### src/rtl/fetch_ctrl_pkg.sv
package fetch_ctrl_pkg;

  typedef enum logic [2:0] {
    OP_NONE    = 3'd0,
    OP_START   = 3'd1,
    OP_WRITE   = 3'd2,
    OP_RD_ACK  = 3'd3,
    OP_RD_NACK = 3'd4,
    OP_STOP    = 3'd5
  } bus_op_e;

  typedef enum logic [3:0] {
    S_IDLE,
    S_NACK,
    S_STOP,
    S_START,
    S_DEVW,
    S_AHI,
    S_ALO,
    S_RSTART,
    S_DEVR,
    S_READ
  } seq_state_e;

  // Device select byte: fixed EEPROM type code, chip number, direction bit.
  function automatic logic [7:0] dev_byte(input logic [2:0] sel, input logic rd);
    return {4'b1010, sel, rd};
  endfunction

endpackage

### src/rtl/seq_tracker.sv
module seq_tracker #(
  parameter int CHIP_W = 3,
  parameter int OFF_W  = 13
) (
  input  logic                     clk,
  input  logic                     rst_n,
  input  logic [CHIP_W+OFF_W-1:0]  probe_addr,
  input  logic                     deliver,
  input  logic [CHIP_W+OFF_W-1:0]  done_addr,
  input  logic                     drop,
  output logic                     open_o,
  output logic                     hit_o
);
  localparam int AW = CHIP_W + OFF_W;

  logic [AW-1:0]     shadow_q;
  logic [CHIP_W-1:0] chip_q;
  logic              open_q;

  function automatic logic [AW-1:0] step_addr(input logic [AW-1:0] a);
    return a + AW'(1);
  endfunction

  function automatic logic [CHIP_W-1:0] chip_of(input logic [AW-1:0] a);
    return a[AW-1:OFF_W];
  endfunction

  always_ff @(posedge clk or negedge rst_n) begin
    if (!rst_n) begin
      shadow_q <= '0;
      chip_q   <= '0;
      open_q   <= 1'b0;
    end else if (drop) begin
      shadow_q <= '0;
      chip_q   <= '0;
      open_q   <= 1'b0;
    end else if (deliver) begin
      shadow_q <= step_addr(done_addr);
      chip_q   <= chip_of(done_addr);
      open_q   <= 1'b1;
    end
  end

  assign open_o = open_q;
  assign hit_o  = open_q && (probe_addr == shadow_q) && (chip_of(probe_addr) == chip_q);

endmodule

### src/rtl/cmd_sequencer.sv
module cmd_sequencer
  import fetch_ctrl_pkg::*;
(
  input  logic       clk,
  input  logic       rst_n,
  input  logic       take,
  input  logic       hit,
  input  logic       open_i,
  input  logic       cmd_done,
  input  logic       rsp_err,
  output seq_state_e state_o,
  output logic       deliver,
  output logic       drop
);
  seq_state_e state_q, state_d;
  logic       busy_done;

  assign busy_done = (state_q != S_IDLE) && cmd_done;
  assign deliver   = busy_done && !rsp_err && (state_q == S_READ);
  assign drop      = busy_done && (rsp_err || state_q == S_STOP);

  always_comb begin
    state_d = state_q;
    if (state_q == S_IDLE) begin
      if (take) state_d = hit ? S_READ : (open_i ? S_NACK : S_START);
    end else if (busy_done) begin
      if (state_q == S_STOP)  state_d = S_START;
      else if (rsp_err)       state_d = S_STOP;
      else begin
        case (state_q)
          S_NACK:   state_d = S_STOP;
          S_START:  state_d = S_DEVW;
          S_DEVW:   state_d = S_AHI;
          S_AHI:    state_d = S_ALO;
          S_ALO:    state_d = S_RSTART;
          S_RSTART: state_d = S_DEVR;
          S_DEVR:   state_d = S_READ;
          default:  state_d = S_IDLE;
        endcase
      end
    end
  end

  always_ff @(posedge clk or negedge rst_n) begin
    if (!rst_n) state_q <= S_IDLE;
    else        state_q <= state_d;
  end

  assign state_o = state_q;

endmodule

### src/rtl/cmd_formatter.sv
module cmd_formatter
  import fetch_ctrl_pkg::*;
#(
  parameter int CHIP_W = 3,
  parameter int OFF_W  = 13
) (
  input  seq_state_e               state,
  input  logic [CHIP_W+OFF_W-1:0]  addr,
  output logic                     cmd_valid,
  output logic [2:0]               cmd_op,
  output logic [7:0]               cmd_wdata
);
  localparam int AW = CHIP_W + OFF_W;

  logic [2:0]  sel3;
  logic [15:0] off16;
  bus_op_e     op;

  generate
    if (CHIP_W == 3) begin : g_sel_full
      assign sel3 = addr[AW-1:OFF_W];
    end else begin : g_sel_pad
      assign sel3 = {{(3-CHIP_W){1'b0}}, addr[AW-1:OFF_W]};
    end
    if (OFF_W == 16) begin : g_off_full
      assign off16 = addr[OFF_W-1:0];
    end else begin : g_off_pad
      assign off16 = {{(16-OFF_W){1'b0}}, addr[OFF_W-1:0]};
    end
  endgenerate

  always_comb begin
    op        = OP_NONE;
    cmd_wdata = 8'h00;
    case (state)
      S_NACK:   op = OP_RD_NACK;
      S_STOP:   op = OP_STOP;
      S_START:  op = OP_START;
      S_RSTART: op = OP_START;
      S_DEVW:   begin op = OP_WRITE; cmd_wdata = dev_byte(sel3, 1'b0); end
      S_AHI:    begin op = OP_WRITE; cmd_wdata = off16[15:8]; end
      S_ALO:    begin op = OP_WRITE; cmd_wdata = off16[7:0]; end
      S_DEVR:   begin op = OP_WRITE; cmd_wdata = dev_byte(sel3, 1'b1); end
      S_READ:   op = OP_RD_ACK;
      default:  op = OP_NONE;
    endcase
  end

  assign cmd_op    = op;
  assign cmd_valid = (state != S_IDLE);

endmodule

### src/rtl/seq_fetch_ctrl.sv
module seq_fetch_ctrl
  import fetch_ctrl_pkg::*;
#(
  parameter int CHIP_W = 3,
  parameter int OFF_W  = 13
) (
  input  logic                    clk,
  input  logic                    rst_n,
  input  logic                    fetch_req,
  input  logic [CHIP_W+OFF_W-1:0] fetch_addr,
  output logic                    fetch_rdy,
  output logic                    fetch_valid,
  output logic [7:0]              fetch_data,
  output logic                    cmd_valid,
  output logic [2:0]              cmd_op,
  output logic [7:0]              cmd_wdata,
  input  logic                    cmd_done,
  input  logic [7:0]              rsp_data,
  input  logic                    rsp_err
);
  localparam int AW = CHIP_W + OFF_W;

  seq_state_e    state;
  logic          take, hit, open_s, deliver, drop;
  logic [AW-1:0] lat_addr;

  // Named events for the bound checker
  logic evt_hit, evt_reopen;

  assign fetch_rdy  = (state == S_IDLE);
  assign take       = fetch_rdy && fetch_req;
  assign evt_hit    = take && hit;
  assign evt_reopen = take && !hit && open_s;

  always_ff @(posedge clk or negedge rst_n) begin
    if (!rst_n) begin
      lat_addr    <= '0;
      fetch_valid <= 1'b0;
      fetch_data  <= 8'h00;
    end else begin
      if (take) lat_addr <= fetch_addr;
      fetch_valid <= deliver;
      if (deliver) fetch_data <= rsp_data;
    end
  end

  seq_tracker #(.CHIP_W(CHIP_W), .OFF_W(OFF_W)) u_track (
    .clk(clk), .rst_n(rst_n), .probe_addr(fetch_addr), .deliver(deliver),
    .done_addr(lat_addr), .drop(drop), .open_o(open_s), .hit_o(hit)
  );

  cmd_sequencer u_seq (
    .clk(clk), .rst_n(rst_n), .take(take), .hit(hit), .open_i(open_s),
    .cmd_done(cmd_done), .rsp_err(rsp_err), .state_o(state),
    .deliver(deliver), .drop(drop)
  );

  cmd_formatter #(.CHIP_W(CHIP_W), .OFF_W(OFF_W)) u_fmt (
    .state(state), .addr(lat_addr), .cmd_valid(cmd_valid),
    .cmd_op(cmd_op), .cmd_wdata(cmd_wdata)
  );

endmodule

### config.mk
export PLATFORM = sky130hd
export DESIGN_NAME = seq_fetch_ctrl
export DESIGN_NICKNAME = d
export VERILOG_FILES = /design/src/rtl/fetch_ctrl_pkg.sv /design/src/rtl/seq_tracker.sv /design/src/rtl/cmd_sequencer.sv /design/src/rtl/cmd_formatter.sv /design/src/rtl/seq_fetch_ctrl.sv
export SDC_FILE = /design/constraint.sdc
export NUM_CORES = 1
export LEC_CHECK = 0
export BUFFER_PORTS_ARGS = -buffer_cell sky130_fd_sc_hd__buf_2
export CAP_MARGIN = 20
export CORE_ASPECT_RATIO = 0.5
export CORE_UTILIZATION = 40
export CTS_BUF_LIST = sky130_fd_sc_hd__clkbuf_4 sky130_fd_sc_hd__clkbuf_8 sky130_fd_sc_hd__clkbuf_16
export CTS_CLUSTER_SIZE = 14
export DETAILED_ROUTE_END_ITERATION = 6
export PLACE_DENSITY = 0.57
export SETUP_SLACK_MARGIN = 0.1
export SLEW_MARGIN = 5
export SYNTH_ARGS = -nofsm -noshare
export SYNTH_HDL_FRONTEND = slang
export SYNTH_SLANG_ARGS = --single-unit
### constraint.sdc
create_clock -name clk -period 2.2 [get_ports clk]
set_clock_uncertainty 0.15 [all_clocks]
set_input_delay 0.44 -clock clk [delete_from_list [all_inputs] [get_ports clk]]
set_output_delay 0.44 -clock clk [all_outputs]
set_load 0.02 [all_outputs]
---- Word-level counts from Yosys, hierarchy flattened ----
Index checks and enable logic that the tools add are counted.
W data, S select, Z words.
cells by class
  $add $sub $neg .......................... 1
  equal/unequal tests ..................... 12
  multiplexer cells ....................... 16
  reductions and logical operators ........ 16
operators with widths
  kind                     count
  $mux W16                 2
  $pmux W8 S4              1
  $pmux W4 S7              1
  $mux W4                  6
  $add A16 B1 Y16 const B  1
  $eq A16 B16 Y1           1
  $eq A4 B3 Y1 const B     4
  $pmux W3 S5              1
  $eq A4 B2 Y1 const B     2
  $eq A4 B4 Y1 const B     2
  $logic_and A1 B1 Y1      7
  $mux W3                  2
  $eq A4 B1 Y1 const B     1
  $logic_not A4 Y1         1
  $reduce_bool A2 Y1       2
  $reduce_bool A4 Y1       1
  $reduce_or A4 Y1         1
  $eq A3 B3 Y1             1
  $mux W1                  2
  $mux W2                  1
  $ne A2 B1 Y1 const B     1
  $reduce_and A2 Y1        1
  $reduce_or A2 Y1         1
  $logic_not A1 Y1         1
  $logic_or A1 B1 Y1       1
storage, ports and cells
  register bits after elaboration ......... 49
  bits of input ports ..................... 29
  logic and storage cells ................. 52

---- Logic depth before layout (Yosys ltp) ----
Gate-level depths: netlist of run 1.
  depth in word-level cells ............... 6
  mapped depth ............................ 6
  mapped depth without buffers ............ 5

---- Modules after synthesis ----
A second synthesis of run 1 with hierarchy kept.
unflattened totals
  cell total of the unflattened synthesis .. 266
  area, all modules ....................... 2894.0 um2
modules (own cells, without submodules)
  module          times used  cells an instance  area an instance (um2)  sequential area each (um2)
  seq_tracker     1           133                1277.5                  500.5
  seq_fetch_ctrl  1           54                 980.9                   625.6
  cmd_sequencer   1           39                 367.9                   100.1
  cmd_formatter   1           40                 267.8                   0.0

---- Worst setup path before layout of run 1 ----
Ideal clock, no wire load.
  path kind ............................... flip-flop to output port
  start ................................... register u_seq.state_q[3], in the netlist u_seq.state_o[3]
  end ..................................... output cmd_wdata[4]
  arrival time ............................ 1344 ps
  required time ........................... 1610 ps
  path slack .............................. 266 ps
  cell stages (with the launch flop) ...... 5
  path through ............................ dfrtp_1 buf_2 nand2b_1 nor2_1 a22o_1
between the ends
  cells in the longest elaborated chain, start to end .. 2
  elaborated cells between the ends (all ways) .. 5
  those cells by class .................... eq/ne (4); mux (1)
ends and longest elaborated chain
  element                                              line                  text
  start: declaration                                   cmd_sequencer.sv:15   seq_state_e state_q, state_d;
  start signal: assignment                             cmd_sequencer.sv:46   else state_q <= state_d;
  $eq A4 B4 Y1 / $eq A4 B3 Y1 (equally long branches)  cmd_formatter.sv:35   case (state)
  $pmux W8 S4 *                                        cmd_formatter.sv:35
  end: declaration                                     seq_fetch_ctrl.sv:16  output logic [7:0] cmd_wdata,
Mark *: on every way between the ends. The rest lies on a longest branch, timed or not.

---- Final worst setup path of run 1 ----
  start ................................... register u_seq.state_q[1], in the netlist u_seq.state_o[1]
  end ..................................... output cmd_wdata[0]
Same word-level chain as after synthesis.

==> impl_metrics.ini, run 1 <==
[clock_network]
clkTransAtPathRegs_ps = 60
clockRootBuffer = clkbuf_16
cts_tree = yes
cts_hold_buf = 0
cts.sinks = 49
cts_inserted_buffers = 5
insertion_delay_ps = 290
clk_path_buf_depth = 2
htree_levels = 2

[synth]
synth_warnings = 0
synth-main-ff-cell = dfrtp_1
syn_area_um2 = 2590
synthCells = 233
seq_area_frac_synth_pct = 47.3
ys_ff_latch = 49
avgSynthCellArea_um2 = 11.1
ys_types = 43
synth_edf_count = 0
synthArstFlopShare_pct = 100
syn-num-nets = 263

[final_layout]
num_antenna_cells = 0
drive_gt1_share_pct = 39.1
final_cells = 400
multiInputGateArea_um2 = 1370
final_common_cell = dfrtp_1
layout.nets = 341
seq_area_um2 = 1230
nFillCells = 556
area_delta_synth_final_pct = 32.3
design_area_um2 = 3430
mostFrequentLayoutCells = 45 x dfrtp_1, 39 x buf_2, 34 x buf_4

[sta]
setup_violations = 0
max_slew_margin_pct = 57.3
max_slew.worst_pin.slew_ps = 640
fin_tns_setup_ps = 0
final.min_clock_period_ps = 2140
setup_slack_ps = 58.9
drv_slew = 0
post-route-period-util_pct = 97.3
hold_viol_final = 0
rsz0062_at_grt = yes
fmax_mhz = 467

[power_and_ir_drop]
p_int_mw = 2.47
power.total_mw = 4.12
p_leak_nw = 1.59
peakVddDrop_uv = 400
swShare_pct = 40.0
power_density_nw_per_um2 = 1200
power_frac_seq_pct = 36.8
p_switching_mw = 1.65
p_comb_share_pct = 43.8
power_frac_clock_pct = 19.4

[drt]
avgViaCountPerCell = 5.45
post_drt_wl_per_cell_um = 17.1
wl_um = 6830
antenna_left = 0
drcViolationCount = 0
num_vias = 2179
drt_iter0_drc = 231
drtPass1Iterations = 4

[grt]
grt_usage_pct = 22.2
gr-total-overflow = 0
grt_pass1_wl_um = 11300
grt_max_degree = 50
antenna_found_initial = 0
grt_pass1_vias = 2167

[die]
die_area_um2 = 6820
core_um2 = 6160
die_height_um = 58.9
initial_utilization_pct = 42.1
ios = 51
row_count = 20
die_w_um = 116

[worst_setup_path]
crit_type = reg -> out
end_kind = output port
startpoint = u_seq.state_o[1]
timing.rr.start = u_seq.state_o[3]
startpoint_type = flip-flop
worst-path-max-fanout = 6
crit_required_ps = 1610
arrival_ps = 1550

[min_path]
hold_path_class = in -> async

[placed_design]
post-place-ws_ps = 87.6
port_buffers = 50
dpl-instance-area_um2 = 2990
hpwl_um = 4570
placed_cells = 374
gp_congestion = 0.839

[run]
max_cap_viol_count = 0

[run_status]
status = finished, final reports clean
==> power by group through the flow <==
stage / clock network, mW / registers [mW] / logic, mW
CTS: 0.821 / 1.49 / 1.62
detailed placement: 0 / 1.56 / 1.31
global route: 0.864 / 1.56 / 1.95
floorplan: 0 / 1.44 / 0.951
finish: 0.797 / 1.52 / 1.80
global placement: 0 / 1.55 / 1.30
==> state kept, by name, indices dropped and copies added, names as in the netlist <==
signal            count
fetch_data            8
u_track.open_o        1
u_track.chip_q        3
u_seq.state_o         4
lat_addr             16
fetch_valid           1
u_track.shadow_q     16
==> cell type report <==
class,count,area share [%]
Clock buffer,6,4.05
Clock inverter,2,0.402
Inverter,5,0.621
Multi-Input combinational cell,169,40.0
Sequential cell,49,35.9
Tap cell,88,3.21
Timing Repair Buffer,81,15.8
==> synth_stat cells (2+ instances only) <==
library cell   n  area [µm²]
inv_1          5        18.8
o22ai_1        2        12.5
mux2_2        11         124
o21a_1         2        15.0
nor3_1        10        50.1
mux2_1        13         146
a21o_1         5        37.5
o31ai_1        3        22.5
and3_1         5        31.3
o21ai_0        4        20.0
nand4_1        5        31.3
dfrtp_1       49        1230
a21oi_1        3        15.0
nor4_1         5        31.3
buf_2          8        40.0
nor3b_1        2        15.0
xor2_1         8        70.1
nor2_1         5        18.8
nand3_1       11        55.1
a22o_1        18         158
nand2_1       11        41.3
o32ai_1        2        17.5
nand2b_1       5        31.3
xnor2_1       19         166
a22oi_1        4        30.0
==> worst max-delay path, stage by stage, from the launching register on <==
cell and delay (ps):
dfrtp_2 470, or4b_4 580, o21ai_4 80, buf_6 130
==> stage by stage <==
step           hold WS (ps)  util (%)
2_1_floorplan         -5.59         -
3_3_place_gp            312      48.6
3_5_place_dp            329      48.6
4_1_cts                 128      53.7
5_1_grt                 163      55.7
6_report               99.5      55.7
==> layer usage <==
| metal | vias up | routed length [µm] | global-route usage [%] |
|---|---|---|---|
| li1 | 1024 | - | - |
| met1 | 1086 | 3330 | 32.0 |
| met2 | 65 | 3140 | 32.6 |
| met3 | 4 | 319 | 7.00 |
| met4 | 0 | 40 | 4.95 |
| met5 | - | 0 | 0 |
==> path summary, 6_finish.rpt <==
kind,cells after the start,slack [ps],end
max,3,60,cmd_wdata[0]
min,2,100,lat_addr[0]
max reg2reg,7,120,u_seq.state_o[3]
min reg2reg,1,340,fetch_data[6]
max in group asynchronous,2,1340,u_seq.state_o[2]
min in group clk,2,210,fetch_data[6]
==> cell families after synthesis <==
| family | synth area share, % |
|---|---|
| flip-flops | 47.3 |
| buffers and inverters | 2.85 |
| adder cells (fa/ha/maj) | 0.483 |
| AO/OA/AOI/OAI | 14.8 |
| AND/OR/NAND/NOR | 14.6 |
| XOR/XNOR | 9.13 |
| multiplexers | 10.8 |
==> what timing repair did <==
item                                    4_1_cts  5_1_grt
pin swaps                                     2        3
endpoints found under the setup margin       13       29
gates resized for setup                      13       31
setup buffers                                17        1
Power figures use the tool's default switching activity.
==> inputs of run 2 (changes only) <==
--- a/config.mk
+++ b/config.mk
@@ -8,13 +8,15 @@
 export BUFFER_PORTS_ARGS = -buffer_cell sky130_fd_sc_hd__buf_2
 export CAP_MARGIN = 20
 export CORE_ASPECT_RATIO = 0.5
+export CORE_MARGIN = 1.5
 export CORE_UTILIZATION = 40
 export CTS_BUF_LIST = sky130_fd_sc_hd__clkbuf_4 sky130_fd_sc_hd__clkbuf_8 sky130_fd_sc_hd__clkbuf_16
 export CTS_CLUSTER_SIZE = 14
 export DETAILED_ROUTE_END_ITERATION = 6
-export PLACE_DENSITY = 0.57
+export PLACE_DENSITY = 0.56
 export SETUP_SLACK_MARGIN = 0.1
 export SLEW_MARGIN = 5
 export SYNTH_ARGS = -nofsm -noshare
 export SYNTH_HDL_FRONTEND = slang
+export SYNTH_HIERARCHICAL = 1
 export SYNTH_SLANG_ARGS = --single-unit
==> impl_metrics.ini, run 2 <==
[run_status]
status = finished, final reports clean

[drt]
drtPass1Iterations = 5
wl_um = 6630
drt_iter0_drc = 143
avgViaCountPerCell = 5.32
antenna_left = 0
post_drt_wl_per_cell_um = 15.7
drcViolationCount = 0
num_vias = 2238

[die]
die_area_um2 = 7790
die_w_um = 123
initial_utilization_pct = 42.4
row_count = 21
core_um2 = 6830
ios = 51
die_height_um = 63.1

[synth]
yosys.cell_count.top_type = dfrtp_1
synth_warnings = 6
synth_edf_count = 0
avgSynthCellArea_um2 = 10.9
ys_ff_latch = 49
seq_area_frac_synth_pct = 42.4
synth_common_cells = 49 x dfrtp_1, 25 x nor2_1, 22 x xnor2_1, 16 x mux2_2, 16 x nand2_1
synth_top_cell_by_area = dfrtp_1
synth-main-ff-cell = dfrtp_1
ys_types = 51
synthArstFlopShare_pct = 100
synthCells = 266
synth_top_area_share_pct = 42.4
synth.area.top_cells = dfrtp_1 42%, xnor2_1 6.7%, mux2_2 6.2%, mux2_4 5.2%, nor2_1 3.2%
syn-num-nets = 296
syn_area_um2 = 2890

[grt]
grt_pass1_wl_um = 11100
grt_max_degree = 44
grt_pass1_vias = 2212
antenna_found_initial = 0
gr-total-overflow = 0
grt_usage_pct = 18.4

[final_layout]
nFillCells = 618
final_common_cell = dfrtp_1
design_area_um2 = 3620
num_antenna_cells = 0
top_regs = lat_addr (16), u_track/shadow_q (16), fetch_data (8)
multiInputGateArea_um2 = 1590
mostFrequentLayoutCells = 45 x dfrtp_1, 41 x buf_2, 25 x nor2_1
area_delta_synth_final_pct = 25.0
drive_gt1_share_pct = 43.2
seq_area_um2 = 1230
layout.nets = 358

[worst_setup_path]
arrival_ps = 1490
r2r_slack_ps = 230
end_kind = output port
crit_type = reg -> out
worst-path-max-fanout = 5
startpoint_type = flip-flop
crit_required_ps = 1610

[sta]
fmax_mhz = 481
max_slew_margin_pct = 61.8
final.min_clock_period_ps = 2080
setup_violations = 0
max_slew.worst_pin.slew_ps = 572
rsz0062_at_grt = yes
drv_slew = 0
hold_viol_final = 0
post-route-period-util_pct = 94.6

[power_and_ir_drop]
p_switching_mw = 1.78
swShare_pct = 39.7
power_frac_clock_pct = 17.0
p_leak_nw = 1.58
p_comb_share_pct = 47.1
peakVddDrop_uv = 539
power_frac_seq_pct = 35.9
power_density_nw_per_um2 = 1240
power.total_mw = 4.50
p_int_mw = 2.72

[clock_network]
clkTransAtPathRegs_ps = 60
cts.sinks = 49
clockRootBuffer = clkbuf_16
clk_path_buf_depth = 2
insertion_delay_ps = 280
cts_tree = yes
htree_levels = 2
cts_inserted_buffers = 5

[placed_design]
dpl-instance-area_um2 = 3280
hpwl_um = 4900
port_buffers = 50
gp_congestion = 0.821

[run]
max_cap_viol_count = 0

[min_path]
hold_path_class = in -> async
==> run 2: changes by cell type after synthesis, sizes merged, moves of 8 or more <==
cell,change
a22o,-16
a211oi,+12
mux2i,+8
nor2,+19
==> run 2: worst paths after layout <==
check	depth (start not counted)	end	start
min in group clk	2	fetch_data[7]	rsp_data[7]
max	5	cmd_op[1]	u_seq/state_o[3]
min reg2reg	1	fetch_data[7]	fetch_data[7]
min	1	fetch_data[4]	rst_n
max in group asynchronous	2	u_seq/state_o[2]	rst_n
max reg2reg	6	fetch_data[5]	u_seq/state_o[0]
==> run 2: logic make-up (layout without fill, tap and decap cells) <==
family                   after synthesis  in the layout  synth area share, %
adder cells (fa/ha/maj)                1              1                0.432
buffers and inverters                 27             90                 5.36
AND/OR/NAND/NOR                       91             91                 19.0
XOR/XNOR                              28             28                 8.47
multiplexers                          35             35                 14.5
AO/OA/AOI/OAI                         35             35                 9.86
flip-flops                            49             49                 42.4
==> run 2: cell type report <==
cell class,count,area share (%)
Multi-Input combinational cell,190,43.9
Sequential cell,49,34.0
Timing Repair Buffer,72,13.7
Clock buffer,8,4.08
Tap cell,92,3.18
Inverter,10,1.04
==> run 2: critical path, cell delays in order, from the launching register on <==
cell and delay, ps:
dfrtp_2 440, buf_6 120, xor2_1 140, buf_4 170, a22o_1 200, buf_6 130
==> run 2: power by group through the flow <==
stage | combinational (mW) | sequential [mW] | clock (mW)
2_1_floorplan | 1.33 | 1.61 | 0
3_3_place_gp | 1.82 | 1.63 | 0
3_5_place_dp | 1.86 | 1.64 | 0
4_1_cts | 1.91 | 1.62 | 0.781
5_1_grt | 2.29 | 1.68 | 0.826
6_report | 2.12 | 1.61 | 0.766
==> run 2: repair_timing <==
action,in CTS,in global routing
setup endpoints to repair,11,17
buffers inserted,2,6
gates resized for setup,4,37
hold buffers,0,0
pin swaps,0,13
==> run 2: through the flow <==
step / TNS (ps) / hold WS, ps / cells / setup slack, ps / utilization, %
after global placement: 0 / 305 / 405 / 8.92 / 48.0
after detailed placement: -15.0 / 318 / 405 / -15.0 / 48.0
final: 0 / 3.07 / 421 / 119 / 53.0
after global routing: 0 / 35.9 / 421 / 64.7 / 53.0
after CTS: 0 / 15.4 / 415 / 39.1 / 50.4
after floorplan: 0 / -5.59 / 266 / 108 / -
==> run 2: metal layers <==
layer	vias to the layer above	wire length (µm)	global-route usage [%]
met1	1097	3350	28.0
met4	0	50	4.60
li1	1079	-	-
met3	6	361	3.62
met5	-	0	0
met2	56	2860	26.6
